### config.mk
export PLATFORM = sky130hd
export DESIGN_NAME = gpr_file
export DESIGN_NICKNAME = d
export VERILOG_FILES = /design/src/rtl/gpr_pkg.sv /design/src/rtl/gpr_read_port.sv /design/src/rtl/gpr_write_merge.sv /design/src/rtl/gpr_ip_reg.sv /design/src/rtl/gpr_file.sv
export SDC_FILE = /design/constraint.sdc
export NUM_CORES = 1
export LEC_CHECK = 0
export ABC_AREA = 0
export BUFFER_PORTS_ARGS = -buffer_cell sky130_fd_sc_hd__buf_2
export CORE_ASPECT_RATIO = 0.75
export CORE_UTILIZATION = 30
export DETAILED_ROUTE_END_ITERATION = 10
export GPL_TIMING_DRIVEN = 0
export PLACE_DENSITY = 0.48
export SLEW_MARGIN = 15
export SYNTH_ARGS = -nofsm -noshare
export SYNTH_HDL_FRONTEND = slang
export SYNTH_HIERARCHICAL = 1
export SYNTH_SLANG_ARGS = --single-unit
### constraint.sdc
create_clock -name clk -period 1.8 [get_ports clk]
set_input_delay 0.09 -clock clk [delete_from_list [all_inputs] [get_ports clk]]
set_output_delay 0.09 -clock clk [all_outputs]
set_load 0.02 [all_outputs]
### src/rtl/gpr_pkg.sv
package gpr_pkg;

  localparam int GPR_W  = 32;
  localparam int HALF_W = 16;
  localparam int BYTE_W = 8;

  typedef enum logic [1:0] {
    SZ_WORD = 2'b00,
    SZ_HALF = 2'b01,
    SZ_BLO  = 2'b10,
    SZ_BHI  = 2'b11
  } gpr_size_e;

  // byte-wide codes are only allowed on the byte-capable group
  function automatic logic gpr_access_ok(int unsigned idx, int unsigned byte_regs,
                                         gpr_size_e sz);
    return !(sz[1] && (idx >= byte_regs));
  endfunction

  // zero-extended field selected by the size code
  function automatic logic [GPR_W-1:0] gpr_extract(logic [GPR_W-1:0] w, gpr_size_e sz);
    case (sz)
      SZ_WORD: return w;
      SZ_HALF: return {{(GPR_W-HALF_W){1'b0}}, w[HALF_W-1:0]};
      SZ_BLO:  return {{(GPR_W-BYTE_W){1'b0}}, w[BYTE_W-1:0]};
      default: return {{(GPR_W-BYTE_W){1'b0}}, w[HALF_W-1:BYTE_W]};
    endcase
  endfunction

  // merge the low bits of nw into the field of old chosen by the size code
  function automatic logic [GPR_W-1:0] gpr_merge(logic [GPR_W-1:0] old,
                                                 logic [GPR_W-1:0] nw, gpr_size_e sz);
    case (sz)
      SZ_WORD: return nw;
      SZ_HALF: return {old[GPR_W-1:HALF_W], nw[HALF_W-1:0]};
      SZ_BLO:  return {old[GPR_W-1:BYTE_W], nw[BYTE_W-1:0]};
      default: return {old[GPR_W-1:HALF_W], nw[BYTE_W-1:0], old[BYTE_W-1:0]};
    endcase
  endfunction

endpackage

### src/rtl/gpr_read_port.sv
module gpr_read_port
  import gpr_pkg::*;
#(
  parameter int NUM_REGS  = 8,
  parameter int BYTE_REGS = 4,
  localparam int IDX_W    = $clog2(NUM_REGS)
) (
  input  logic [NUM_REGS-1:0][GPR_W-1:0] regs,
  input  logic [IDX_W-1:0]               idx,
  input  logic [1:0]                     size,
  output logic [GPR_W-1:0]               data,
  output logic                           illegal
);

  gpr_size_e sz;
  logic      ok;

  assign sz      = gpr_size_e'(size);
  assign ok      = gpr_access_ok(int'(idx), BYTE_REGS, sz);
  assign illegal = !ok;
  assign data    = ok ? gpr_extract(regs[idx], sz) : '0;

endmodule

### src/rtl/gpr_write_merge.sv
module gpr_write_merge
  import gpr_pkg::*;
#(
  parameter int NUM_REGS  = 8,
  parameter int BYTE_REGS = 4,
  localparam int IDX_W    = $clog2(NUM_REGS)
) (
  input  logic              wr_en,
  input  logic [IDX_W-1:0]  wr_idx,
  input  logic [1:0]        wr_size,
  input  logic [GPR_W-1:0]  wr_data,
  input  logic [GPR_W-1:0]  old_word,
  output logic              commit,
  output logic              illegal,
  output logic [GPR_W-1:0]  merged
);

  gpr_size_e sz;
  logic      ok;

  assign sz      = gpr_size_e'(wr_size);
  assign ok      = gpr_access_ok(int'(wr_idx), BYTE_REGS, sz);
  assign illegal = wr_en && !ok;
  assign commit  = wr_en && ok;
  assign merged  = gpr_merge(old_word, wr_data, sz);

endmodule

### src/rtl/gpr_ip_reg.sv
module gpr_ip_reg #(
  parameter int          IP_W     = 32,
  parameter logic [31:0] IP_RESET = 32'h0000_1000,
  parameter int          IP_STEP  = 4
) (
  input  logic            clk,
  input  logic            rst,
  input  logic            load,
  input  logic [IP_W-1:0] load_val,
  input  logic            inc,
  output logic [IP_W-1:0] ip
);

  localparam logic [IP_W-1:0] STEP_V  = IP_W'(IP_STEP);
  localparam logic [IP_W-1:0] START_V = IP_W'(IP_RESET);

  logic [IP_W-1:0] ip_next;

  always_comb begin
    if (load)     ip_next = load_val;
    else if (inc) ip_next = ip + STEP_V;
    else          ip_next = ip;
  end

  always_ff @(posedge clk) begin
    if (rst) ip <= START_V;
    else     ip <= ip_next;
  end

endmodule

### src/rtl/gpr_file.sv
module gpr_file
  import gpr_pkg::*;
#(
  parameter int          NUM_REGS  = 8,
  parameter int          BYTE_REGS = 4,
  parameter int          IP_W      = 32,
  parameter logic [31:0] IP_RESET  = 32'h0000_1000,
  parameter int          IP_STEP   = 4,
  localparam int         IDX_W     = $clog2(NUM_REGS)
) (
  input  logic              clk,
  input  logic              rst,
  input  logic              wr_en,
  input  logic [IDX_W-1:0]  wr_idx,
  input  logic [1:0]        wr_size,
  input  logic [GPR_W-1:0]  wr_data,
  output logic              wr_illegal,
  input  logic [IDX_W-1:0]  rd0_idx,
  input  logic [1:0]        rd0_size,
  output logic [GPR_W-1:0]  rd0_data,
  output logic              rd0_illegal,
  input  logic [IDX_W-1:0]  rd1_idx,
  input  logic [1:0]        rd1_size,
  output logic [GPR_W-1:0]  rd1_data,
  output logic              rd1_illegal,
  input  logic              ip_load,
  input  logic [IP_W-1:0]   ip_load_val,
  input  logic              ip_inc,
  output logic [IP_W-1:0]   ip_value
);

  logic [NUM_REGS-1:0][GPR_W-1:0] regs;
  logic                           wr_commit;
  logic [GPR_W-1:0]               wr_merged;

  gpr_write_merge #(.NUM_REGS(NUM_REGS), .BYTE_REGS(BYTE_REGS)) u_wmerge (
    .wr_en    (wr_en),
    .wr_idx   (wr_idx),
    .wr_size  (wr_size),
    .wr_data  (wr_data),
    .old_word (regs[wr_idx]),
    .commit   (wr_commit),
    .illegal  (wr_illegal),
    .merged   (wr_merged)
  );

  for (genvar g = 0; g < NUM_REGS; g++) begin : g_reg
    logic [GPR_W-1:0] q;
    always_ff @(posedge clk) begin
      if (rst)                                         q <= '0;
      else if (wr_commit && (wr_idx == IDX_W'(g)))     q <= wr_merged;
    end
    assign regs[g] = q;
  end

  gpr_read_port #(.NUM_REGS(NUM_REGS), .BYTE_REGS(BYTE_REGS)) u_rd0 (
    .regs    (regs),
    .idx     (rd0_idx),
    .size    (rd0_size),
    .data    (rd0_data),
    .illegal (rd0_illegal)
  );

  gpr_read_port #(.NUM_REGS(NUM_REGS), .BYTE_REGS(BYTE_REGS)) u_rd1 (
    .regs    (regs),
    .idx     (rd1_idx),
    .size    (rd1_size),
    .data    (rd1_data),
    .illegal (rd1_illegal)
  );

  gpr_ip_reg #(.IP_W(IP_W), .IP_RESET(IP_RESET), .IP_STEP(IP_STEP)) u_ip (
    .clk      (clk),
    .rst      (rst),
    .load     (ip_load),
    .load_val (ip_load_val),
    .inc      (ip_inc),
    .ip       (ip_value)
  );

endmodule

==> impl_summary.txt, run 1 <==
----------------------------------------------------
[Synthesis]
  Top post-synthesis cells by area ... dfxtp_1, mux4_2, nand2_1
  Instance count of the mapped netlist ... about 1.9k
  Fraction of the yosys area taken by sequential cells ... a little under a third
  Post-synthesis register bit count ... 288
  Post-synthesis instance area ... approximately 18000 um2
  Yosys warning total ... 6
  Syn Area/Cell ... 9.37 um2
  Number of synthesized flops with an enable pin ... 0
  Synthesized Nets ... slightly above 2k
  Number of library cell types mapped by synthesis ... 63
  Post-synth top area share ... 31.9%
  Most frequently used flop master after synthesis ... dfxtp_1
  Post-synthesis cell type with the largest combined area ... dfxtp_1
  Post-synthesis async set-or-reset flop share ... 0%

[Layout]
  Fill count ... slightly below 6k
  Number of antenna diodes ... 0
  Layout Area Growth over Synthesis ... 27.9%
  Utilization after layout ... 39.1%
  Ratio of cells with drive above 1 in the final layout ... approximately 48%
  Net count reported at finish ... roughly 2.3k
  Post-route cell area ... ~23000 um2
  Total area of multi-input combinational cells ... between 10000 and 15000 um2
  Sequential standard cell area ... around 6000 um2

[Critical path]
  Category of the critical setup timing path ... register to output pin
  Category of cells accounting for the largest share of critical-path delay ... multiplexers
  Slowest stage delay, CP ... 0.48 ns
  Worst Setup End Kind ... output pin
  Worst reg2reg startpoint ... g_reg[7].q[13]
  Critical Path Fanout Max ... 4
  Data arrival time of the critical path ... ~2.1 ns
  Slowest cell on the critical path ... mux4_2
  CP cell instances ... mux4_2 -> mux2_4 -> o21ai_2 -> a21oi_2 -> buf_4
  Critical register-to-register path endpoint ... g_reg[4].q[13]
  Crit path buf inv count ... 1
  Critical path launch point type ... register
  R2R Setup Slk ... -0.17 ns
  Number of cell instances on the worst register-to-register path ... 9
  Worst Path Required ... roughly 1.7 ns

[Timing]
  Final hold viol count ... 0
  Sum Neg Setup Slack ... -15.66 ns
  Pins Over Slew Limit ... 0
  Count of final setup violators ... 118
  Transition time of the tightest slew-check pin ... roughly 1.2 ns
  Fmax ... 0.453 GHz
  Max_slew headroom ... a little under a quarter
  Final worst path period need ... between 2 and 2.5 ns
  Final setup slack of the worst path ... -0.409 ns
  Final clock period utilization by the worst path ... 123%
  RSZ-0062 raised after global routing ... yes
  Final Skew ... roughly 0.012 ns

[Routing]
  Antenna Nets Post-Route ... 0
  Wire length per cell after detailed routing ... around 26 um
  Residual DRC ... 0
  Number of violations reported at the end of detailed-routing iteration 0 ... roughly 1.6k
  Drt pass-1 iters ... 6
  Aggregate routed wire length ... between 70000 and 80000 um
  Drt via density ... between 5 and 6
  Vias ... 17.1k

[GRT]
  Number of antenna violations at the first check in global routing ... 1
  First-pass GRT wire length ... 111000 um
  Largest net degree at the start of global routing ... 13
  Overall fraction of global-route tracks in use ... between 20 and 25%
  Number of global-route vias before repair ... between 15k and 20k
  Final global-route overflow total ... 0

[Run status]
  Violated checks ... negative setup slack
  Result of the run ... finished, violations left

[Clocking]
  Number of clock buffers inserted by TritonCTS ... 35
  CTS H-tree depth ... 2
  Sink Count ... 288
  Insertion delay of the later-clocked pin in the worst-skew pair ... ~0.55 ns
  Clock transition at the registers of the reported paths ... approximately 0.06 ns
  Buffer cell driving the clock tree root ... clkbuf_16
  TritonCTS clock tree ... built
  Number of buffers on the longest clock path ... 3

[Floorplan]
  Floorplan die width ... about 290 um
  Die outline height ... around 210 um
  Initial standard-cell utilization of the core ... a little under a third
  Core region area ... 59300 um2
  Std cell rows ... 77
  Floorplan die area ... between 60000 and 70000 um2
  Total I/O pin count ... 183

[Hold path]
  Hold path cells ... 2
  Hold Crit Start ... rst
  Worst Hold Endpoint ... g_reg[3].q[31]
  Worst hold-check path type ... input pin to register

[Placed design]
  Port Buffer Count ... 172
  DPL Wire Length ... 54100 um
  Global placement routability congestion ... roughly 0.9
  Post-placement cell area ... ~20000 um2
  DP Worst Slack ... -0.981 ns

[Run]
  Max-cap violation count ... 0

[Power]
  Maximum vdd drop ... 506 uV
  Cell area power density ... 732 nW/um2
  Post-layout power ... 16.9 mW
  Total leakage power ... approximately 8.3 nW

----------------------------------------------------
[how the worst max path moves through the flow]
stage | from | endpoint | slack (ns) | cells after the start
2_1_floorplan | wr_idx[1] | g_reg[0].q[16] | -0.01 | 9
3_3_place_gp | wr_size[1] | g_reg[4].q[1] | -0.95 | 10
3_5_place_dp | wr_size[1] | g_reg[4].q[1] | -0.98 | 10
4_1_cts | g_reg[7].q[12] | rd1_data[4] | -0.41 | 5
5_1_grt | g_reg[5].q[10] | rd1_data[2] | -0.46 | 5
6_report | g_reg[7].q[11] | rd0_data[3] | -0.41 | 5
[cells in the mapped netlist (all sizes together) (4+ instances only)]
| cell type | count |
|---|---|
| nand2 | 531 |
| a21oi | 302 |
| dfxtp | 288 |
| mux4 | 178 |
| buf | 145 |
| nor2 | 78 |
| mux2i | 73 |
| mux2 | 72 |
| clkbuf | 61 |
| o21ai | 19 |
| and2 | 18 |
| nand4 | 16 |
| a221oi | 15 |
| inv | 11 |
| and4 | 10 |
| nand3 | 9 |
| a2111oi | 8 |
| a211oi | 8 |
| a311oi | 8 |
| nor4 | 8 |
| xor2 | 7 |
| and3 | 6 |
| nor3 | 5 |
| or4 | 5 |
| and4b | 4 |
| nand4b | 4 |
| nor3b | 4 |
| o31a | 4 |
| o31ai | 4 |
| or3 | 4 |
[cells by family after synthesis]
| kind of cell | count (synthesis) | share of synthesized area, % |
|---|---|---|
| buf+inv | 217 | 7.16 |
| mux | 323 | 31.7 |
| xor+xnor | 9 | 0.436 |
| flops | 288 | 31.9 |
| simple gates | 717 | 17.3 |
| fa+ha+maj | 1 | 0.0691 |
| compound gates | 376 | 11.4 |
[report_power, final]
part	total, mW	internal (mW)	leakage (nW)	switching (mW)
registers	6.64	6.50	2.41	0.142
clock network	7.82	4.78	0.610	3.04
logic	2.48	0.916	5.26	1.56
total	16.9	12.2	8.28	4.75
[area by class of cell]
type / instances / share of cell area [%]
clock inverter: 10 / 0.757
inverter: 11 / 0.211
multi-input combinational: 1426 / 51.5
buffer: 183 / 5.23
sequential: 288 / 25.9
clock buffer: 50 / 4.56
timing repair buffer: 243 / 7.59
tap: 790 / 4.27
[flip-flops by register name, indices dropped and copies added, names as in the netlist]
signal,flops
g.q,256
u_ip/ip,32
[placed cells by master, fill, tap and decap left out, drive strengths merged, types with 9 or more instances in the layout]
cell type    instances
mux2i               73
nor2                78
mux2                72
nand3                9
inv                  9
buf                323
o21ai               19
mux4               178
nand4               16
a21oi              302
nand2              531
and2                18
a221oi              15
clkbuf             117
dfxtp              288
and4                10
dlygate4sd3         36
[stage by stage]
| stage | hold slack, ns | instances |
|---|---|---|
| 2_1_floorplan | 0.233 | 1931 |
| 3_3_place_gp | 0.330 | 2893 |
| 3_5_place_dp | 0.345 | 2893 |
| 4_1_cts | 0.00235 | 3003 |
| 5_1_grt | 0.0132 | 3001 |
| 6_report | 0.00758 | 3001 |
[timing repair]
action / CTS / global route
pin swaps: 28 / 42
hold buffers: 36 / 0
resized for setup: 290 / 309
buffers inserted: 23 / 12
hold endpoints to repair: 45 / 0
endpoints found under the setup margin: 333 / 291
[routing by layer]
| metal | global-route usage (%) | wire (um) | vias up |
|---|---|---|---|
| li1 | - | - | 7470 |
| met1 | 34.7 | 33700 | 8543 |
| met2 | 36.3 | 34200 | 901 |
| met3 | 5.96 | 7760 | 152 |
| met4 | 7.72 | 2190 | 2 |
| met5 | 0 | 11 | - |
Power figures use the tool's default switching activity.
==> inputs of run 2 (changes only) <==
Settings changed: GPL_TIMING_DRIVEN 0 to 1.
==> impl_summary.txt, run 2 (synthesis results as in run 1) <==
----------------------------------------------------
[Run status]
  Result of the run ... finished, violations left
  Violated checks ... negative setup slack

[Layout]
  Number of flip-flops in the largest register ... 256 (unchanged)
  Leading cell type in the layout, fill and taps excluded ... nand2_1
  Number of standard cells in the final layout excluding fillers ... 3005 (+0.13%)
  Top library cells by usage in the layout, fill and taps aside ... nand2_1, a21oi_1, buf_4
  Utilization after layout ... 39.8% (+0.75 points)
  Layout Area Growth over Synthesis ... 30.3%
  Registers with the highest flip-flop counts ... g.q: 256 flops, u_ip/ip: 32 flops
  Net count reported at finish ... 2277 (+0.18%)
  Register ranked first by flip-flop count ... g.q
  Ratio of cells with drive above 1 in the final layout ... 42.9% (-4.7 points)

[Power]
  Cell area power density ... 680 nW/um2 (-7.1%)
  Internal power contribution ... 11.5 mW (-5.4%)
  Fraction of power consumed by combinational cells ... 15.8% (+1.2 points)
  Clk pwr share ... 42.9% (-3.3 points)
  Post-layout power ... 16.0 mW (-5.4%)
  Net switching power ... 4.50 mW (-5.3%)
  Total leakage power ... 8.54 nW (+3.1%)
  Maximum vdd drop ... 498 uV (-1.6%)
  Switching power as a share of total power ... 28.1% (about the same)
  Flop pwr share ... 41.2% (+2.0 points)

[Clocking]
  Clock transition at the registers of the reported paths ... 0.06 ns (about the same)
  Number of clock buffers inserted by TritonCTS ... 35 (unchanged)
  Insertion delay of the later-clocked pin in the worst-skew pair ... 0.55 ns (about the same)
  CTS H-tree depth ... 2 (unchanged)
  Sink Count ... 288 (unchanged)
  Number of buffers on the longest clock path ... 3 (unchanged)
  TritonCTS clock tree ... built
  Buffer cell driving the clock tree root ... clkbuf_16

[Timing]
  Final Skew ... 0.0120 ns (+0.000469 ns)
  Final worst path period need ... 2.17 ns (-0.0417 ns)
  Final clock period utilization by the worst path ... 120% (-2.3 points)
  Max_slew headroom ... 35.0% (+12 points)
  Count of final setup violators ... 68 (-42%)
  Fmax ... 0.461 GHz (+1.9%)
  Pins Over Slew Limit ... 0 (unchanged)
  Final setup slack of the worst path ... -0.367 ns (+0.0417 ns)
  Transition time of the tightest slew-check pin ... 0.975 ns (-0.185 ns)
  Final hold viol count ... 0 (unchanged)
  RSZ-0062 raised after global routing ... yes

[Floorplan]
  Std cell rows ... 77 (unchanged)
  Initial standard-cell utilization of the core ... 30.5% (unchanged)
  Floorplan die area ... 61300 um2 (unchanged)
  Floorplan die width ... 286 um (unchanged)
  Core region area ... 59300 um2 (unchanged)
  Die outline height ... 215 um (unchanged)
  Total I/O pin count ... 183 (unchanged)

[Routing]
  Number of violations reported at the end of detailed-routing iteration 0 ... 1653 (+0.55%)
  Wire length per cell after detailed routing ... 23.3 um (-10%)
  Vias ... 16.6k (-3.0%)
  Aggregate routed wire length ... 70100 um (-9.9%)
  Drt via density ... 5.51 (-3.2%)
  Drt pass-1 iters ... 6 (unchanged)
  Residual DRC ... 0 (unchanged)
  Antenna Nets Post-Route ... 0 (unchanged)

[Critical path]
  Worst Setup End Kind ... output pin
  Data arrival time of the critical path ... 2.08 ns (-0.04 ns)
  R2R Setup Slk ... -0.01 ns (+0.16 ns)
  Worst Path Required ... 1.71 ns (about the same)
  Category of the critical setup timing path ... register to output pin
  Critical Path Fanout Max ... 4 (unchanged)
  Critical path launch point type ... register

[Placed design]
  DPL Wire Length ... 47000 um (-13%)
  Port Buffer Count ... 182 (+5.8%)
  Global placement routability congestion ... 0.838 (-8.4%)
  Placed instance count ... 2881 (-0.41%)

[GRT]
  Largest net degree at the start of global routing ... 64 (+51)
  Number of antenna violations at the first check in global routing ... 2 (+1)
  Overall fraction of global-route tracks in use ... 22.3% (-2.2 points)
  Final global-route overflow total ... 0 (unchanged)
  Number of global-route vias before repair ... 16.2k (+0.012%)
  First-pass GRT wire length ... 104000 um (-6.0%)

[Hold path]
  Worst hold-check path type ... input pin to register

[Run]
  Max-cap violation count ... 0 (unchanged)

----------------------------------------------------
## run 2: changes by cell type in the layout (fill, tap and decap cells not counted), moves of 45 or more
| cell | before | now |
|---|---|---|
| buf_4 | 80 | 179 |
| nand2_1 | 442 | 501 |
| buf_2 | 177 | 120 |
| nand2_2 | 85 | 29 |
| a21oi_2 | 77 | 26 |
| buf_12 | 4 | 54 |
| dfxtp_1 | 123 | 171 |
| a21oi_1 | 225 | 270 |
| dfxtp_2 | 160 | 115 |
## run 2: path summary, 6_finish.rpt
kind,depth (start not counted),start,to
setup / recovery,5,g_reg[6].q[11],rd1_data[3]
hold / removal,4,wr_data[30],g_reg[4].q[30]
setup reg to reg,6,g_reg[3].q[21],g_reg[7].q[21]
hold reg to reg,2,g_reg[2].q[28],g_reg[2].q[28]
## run 2: metal layers
layer / up-vias / global-route usage (%) / wire length (um)
met5: - / 0 / 0
li1: 7490 / - / -
met2: 609 / 34.8 / 32500
met4: 0 / 7.38 / 2070
met3: 113 / 3.90 / 4720
met1: 8340 / 31.0 / 30800
## run 2: power by group through the flow
stage	clock network [mW]	logic [mW]	registers [mW]
after floorplan	0	1.32	6.78
after global placement	0	2.27	6.73
after detailed placement	0	2.28	6.74
after CTS	7.03	2.44	6.60
after global routing	7.31	2.66	6.62
final	6.88	2.54	6.61
## run 2: metrics by stage
stage	setup slack [ns]	area (um2)	hold slack, ns	TNS [ns]
2_1_floorplan	-0.00952	18200	0.233	-0.946
6_report	-0.367	23600	0.0275	-10.57
3_5_place_dp	-0.221	20900	0.341	-39.76
4_1_cts	-0.380	23000	0.00123	-11.82
5_1_grt	-0.420	23600	0.0265	-14.16
3_3_place_gp	-0.197	20900	0.328	-34.34
## run 2: timing repair
action,4_1_cts,5_1_grt
pin swaps,36,34
resized for setup,247,157
endpoints found under the setup margin,71,164
hold endpoints to repair,32,0
setup buffers,16,11
hold buffers,38,0
## run 2: area by class of cell
| class | instances | area [um2] |
|---|---|---|
| diodes | 3 | 7.51 |
| well taps | 790 | 988 |
| clock buffers | 51 | 1030 |
| flip-flops and latches | 288 | 5920 |
| clock inverters | 6 | 36.3 |
| fillers | 5794 | 35700 |
| repair buffers | 430 | 3850 |
| multi-input cells | 1426 | 11700 |
| inverters | 11 | 41.3 |
## run 2: critical path, stage by stage, from the launching register on
cell and delay [ns]:
dfxtp_1 0.33, mux4_2 0.47, mux2_4 0.33, o21ai_2 0.14, a21oi_2 0.09, buf_4 0.18
==> inputs of run 3 (changes only) <==
Settings changed: PLACE_DENSITY 0.48 to 0.49, SYNTH_HIERARCHICAL 1 to unset.
==> impl_summary.txt, run 3 <==
----------------------------------------------------
[Floorplan]
  Floorplan die width ... 278 um (-2.5%)
  Die outline height ... 209 um (-2.5%)
  Core region area ... 56300 um2 (-5.0%)
  Std cell rows ... 75 (-2.6%)
  Initial standard-cell utilization of the core ... 30.5% (about the same)
  Floorplan die area ... 58300 um2 (-5.0%)
  Total I/O pin count ... 183 (unchanged)

[Timing]
  Final worst path period need ... 2.04 ns (-0.127 ns)
  Max_slew headroom ... 46.8% (+12 points)
  Final Skew ... 0.0141 ns (+0.00208 ns)
  Fmax ... 0.490 GHz (+6.2%)
  RSZ-0062 raised after global routing ... yes
  Transition time of the tightest slew-check pin ... 0.798 ns (-0.176 ns)
  Final setup slack of the worst path ... -0.240 ns (+0.127 ns)
  Final clock period utilization by the worst path ... 113% (-7.1 points)
  Pins Over Slew Limit ... 0 (unchanged)
  Count of final setup violators ... 64 (-5.9%)
  Final hold viol count ... 0 (unchanged)

[Run status]
  Result of the run ... finished, violations left
  Violated checks ... negative setup slack

[Hold path]
  Worst hold-check path type ... input pin to register

[Routing]
  Vias ... 16.0k (-3.1%)
  Residual DRC ... 0 (unchanged)
  Antenna Nets Post-Route ... 0 (unchanged)
  Drt via density ... 5.76 (+4.7%)
  Aggregate routed wire length ... 65400 um (-6.7%)
  Drt pass-1 iters ... 6 (unchanged)
  Number of violations reported at the end of detailed-routing iteration 0 ... 1514 (-8.4%)
  Wire length per cell after detailed routing ... 23.5 um (+0.70%)

[Layout]
  Number of flip-flops in the largest register ... 256 (unchanged)
  Number of antenna diodes ... 0 (-3)
  Ratio of cells with drive above 1 in the final layout ... 39.1% (-3.8 points)
  Number of standard cells in the final layout excluding fillers ... 2783 (-7.4%)
  Layout Area Growth over Synthesis ... 30.9%
  Registers with the highest flip-flop counts ... g.q: 256 flops, u_ip.ip: 32 flops
  Register ranked first by flip-flop count ... g.q
  Top library cells by usage in the layout, fill and taps aside ... nor2_1, buf_4, dfxtp_2
  Leading cell type in the layout, fill and taps excluded ... nor2_1
  Net count reported at finish ... 2111 (-7.3%)

[Power]
  Cell area power density ... 743 nW/um2 (+9.3%)
  Internal power contribution ... 12.1 mW (+4.9%)
  Clk pwr share ... 44.3% (+1.4 points)
  Total leakage power ... 8.16 nW (-4.4%)
  Maximum vdd drop ... 590 uV (+19%)
  Flop pwr share ... 40.2% (-1.0 points)
  Net switching power ... 4.62 mW (+2.7%)
  Fraction of power consumed by combinational cells ... 15.5% (-0.3 points)
  Switching power as a share of total power ... 27.6% (-0.42 points)

[GRT]
  Number of antenna violations at the first check in global routing ... 1 (-1)
  First-pass GRT wire length ... 97900 um (-5.8%)
  Largest net degree at the start of global routing ... 201 (+210%)
  Final global-route overflow total ... 0 (unchanged)
  Number of global-route vias before repair ... 15.4k (-5.2%)
  Overall fraction of global-route tracks in use ... 22.0% (-0.32 points)

[Synthesis]
  Post-synthesis instance area ... 17200 um2 (-5.0%)
  Fraction of the yosys area taken by sequential cells ... 33.5% (+1.7 points)
  Top post-synthesis cells by count ... dfxtp_1, nor2_1, mux2i_1, mux4_2, nand3b_1
  Number of library cell types mapped by synthesis ... 57 (-9.5%)
  Post-synthesis register bit count ... 288 (unchanged)
  Post-synthesis async set-or-reset flop share ... 0% (unchanged)
  Syn Area/Cell ... 9.77 um2 (+4.3%)
  Yosys warning total ... 0 (-6)
  Instance count of the mapped netlist ... 1759 (-8.9%)
  Synthesized Nets ... 1844 (-8.5%)
  Count leader, synth ... dfxtp_1
  Post-synthesis cell type with the largest combined area ... dfxtp_1
  Top post-synthesis cells by area ... dfxtp_1, mux4_2, mux2i_1
  Post-synth top area share ... 33.5% (+1.7 points)
  Number of synthesized flops with an enable pin ... 0 (unchanged)
  Most frequently used flop master after synthesis ... dfxtp_1

[Run]
  Max-cap violation count ... 0 (unchanged)

[Placed design]
  Placed instance count ... 2627 (-8.8%)
  DP Worst Slack ... -0.0599 ns (+0.161 ns)
  DPL Wire Length ... 43400 um (-7.8%)
  Port Buffer Count ... 182 (unchanged)
  Global placement routability congestion ... 0.881 (+5.1%)

[Critical path]
  R2R Setup Slk ... 0.09 ns (+0.10 ns)
  Critical Path Fanout Max ... 3 (-1)
  Worst Path Required ... 1.71 ns (about the same)
  Worst Setup End Kind ... output pin
  Category of the critical setup timing path ... register to output pin
  Data arrival time of the critical path ... 1.95 ns (-0.13 ns)
  Critical path launch point type ... register

[Clocking]
  Clock transition at the registers of the reported paths ... 0.06 ns (about the same)
  Buffer cell driving the clock tree root ... clkbuf_16
  TritonCTS clock tree ... built
  Insertion delay of the later-clocked pin in the worst-skew pair ... 0.55 ns (about the same)
  Number of clock buffers inserted by TritonCTS ... 35 (unchanged)
  CTS H-tree depth ... 2 (unchanged)
  Number of buffers on the longest clock path ... 3 (unchanged)
  Sink Count ... 288 (unchanged)

----------------------------------------------------
run 3: layer usage:
| layer | track usage [%] | part of all wire (%) | wire (um) |
|---|---|---|---|
| met1 | 32.0 | 46 | 30200 |
| met2 | 33.6 | 44 | 29100 |
| met3 | 3.62 | 7.2 | 4730 |
| met4 | 5.66 | 2.1 | 1390 |
| met5 | 0 | 0.020 | 13 |
run 3: critical path, stage by stage (launching register included):
cell and delay, ns:
dfxtp_2 0.33, mux4_2 0.55, a22oi_1 0.19, o22ai_1 0.14, buf_2 0.19
run 3: kinds of logic after synthesis:
| logic type | count (synthesis) | synth area share (%) |
|---|---|---|
| AO/OA/AOI/OAI | 434 | 16.9 |
| XOR/XNOR | 10 | 0.510 |
| adder cells (fa/ha/maj) | 1 | 0.0728 |
| buffers and inverters | 185 | 4.63 |
| flip-flops | 288 | 33.5 |
| multiplexers | 299 | 27.3 |
| AND/OR/NAND/NOR | 542 | 17.0 |
run 3: through the flow:
| stage | setup TNS, ns | hold WS, ns | util (%) | instance area (um2) | power [mW] |
|---|---|---|---|---|---|
| floorplan | -0.00278 | 0.226 | - | 17200 | 8.24 |
| global placement | -0.106 | 0.329 | 35.2 | 19800 | 9.21 |
| detailed placement | -0.112 | 0.331 | 35.2 | 19800 | 9.22 |
| CTS | -8.59 | 0.000886 | 39.4 | 22200 | 16.9 |
| global route | -10.19 | 0.0278 | 40.0 | 22500 | 17.3 |
| finish | -7.05 | 0.0267 | 40.0 | 22500 | 16.7 |
run 3: power groups by stage:
stage	clock network, mW	registers [mW]	logic, mW
3_5_place_dp	0	6.85	2.38
5_1_grt	7.82	6.74	2.74
2_1_floorplan	0	6.87	1.38
3_3_place_gp	0	6.84	2.36
4_1_cts	7.61	6.72	2.54
6_report	7.41	6.72	2.59
run 3: area by class of cell:
class	count	area (um2)
clock buffers	50	1020
clock inverters	13	151
fillers	5464	33800
inverters	8	30.0
multi-input cells	1286	11000
flip-flops and latches	288	5970
well taps	731	915
repair buffers	407	3450
run 3: path summary, 6_finish.rpt:
| kind | to | start | depth (start not counted) |
|---|---|---|---|
| max | rd1_data[7] | g_reg[3].q[15] | 4 |
| min | g_reg[5].q[21] | wr_data[21] | 4 |
| min reg2reg | g_reg[7].q[0] | g_reg[7].q[0] | 2 |
| max reg2reg | u_ip.ip[31] | u_ip.ip[3] | 6 |
run 3: timing repair:
action | 4_1_cts | 5_1_grt
buffers inserted | 31 | 11
hold buffers | 51 | 0
pin swaps | 19 | 16
hold endpoints to repair | 105 | 0
resized for setup | 213 | 86
endpoints found under the setup margin | 64 | 76
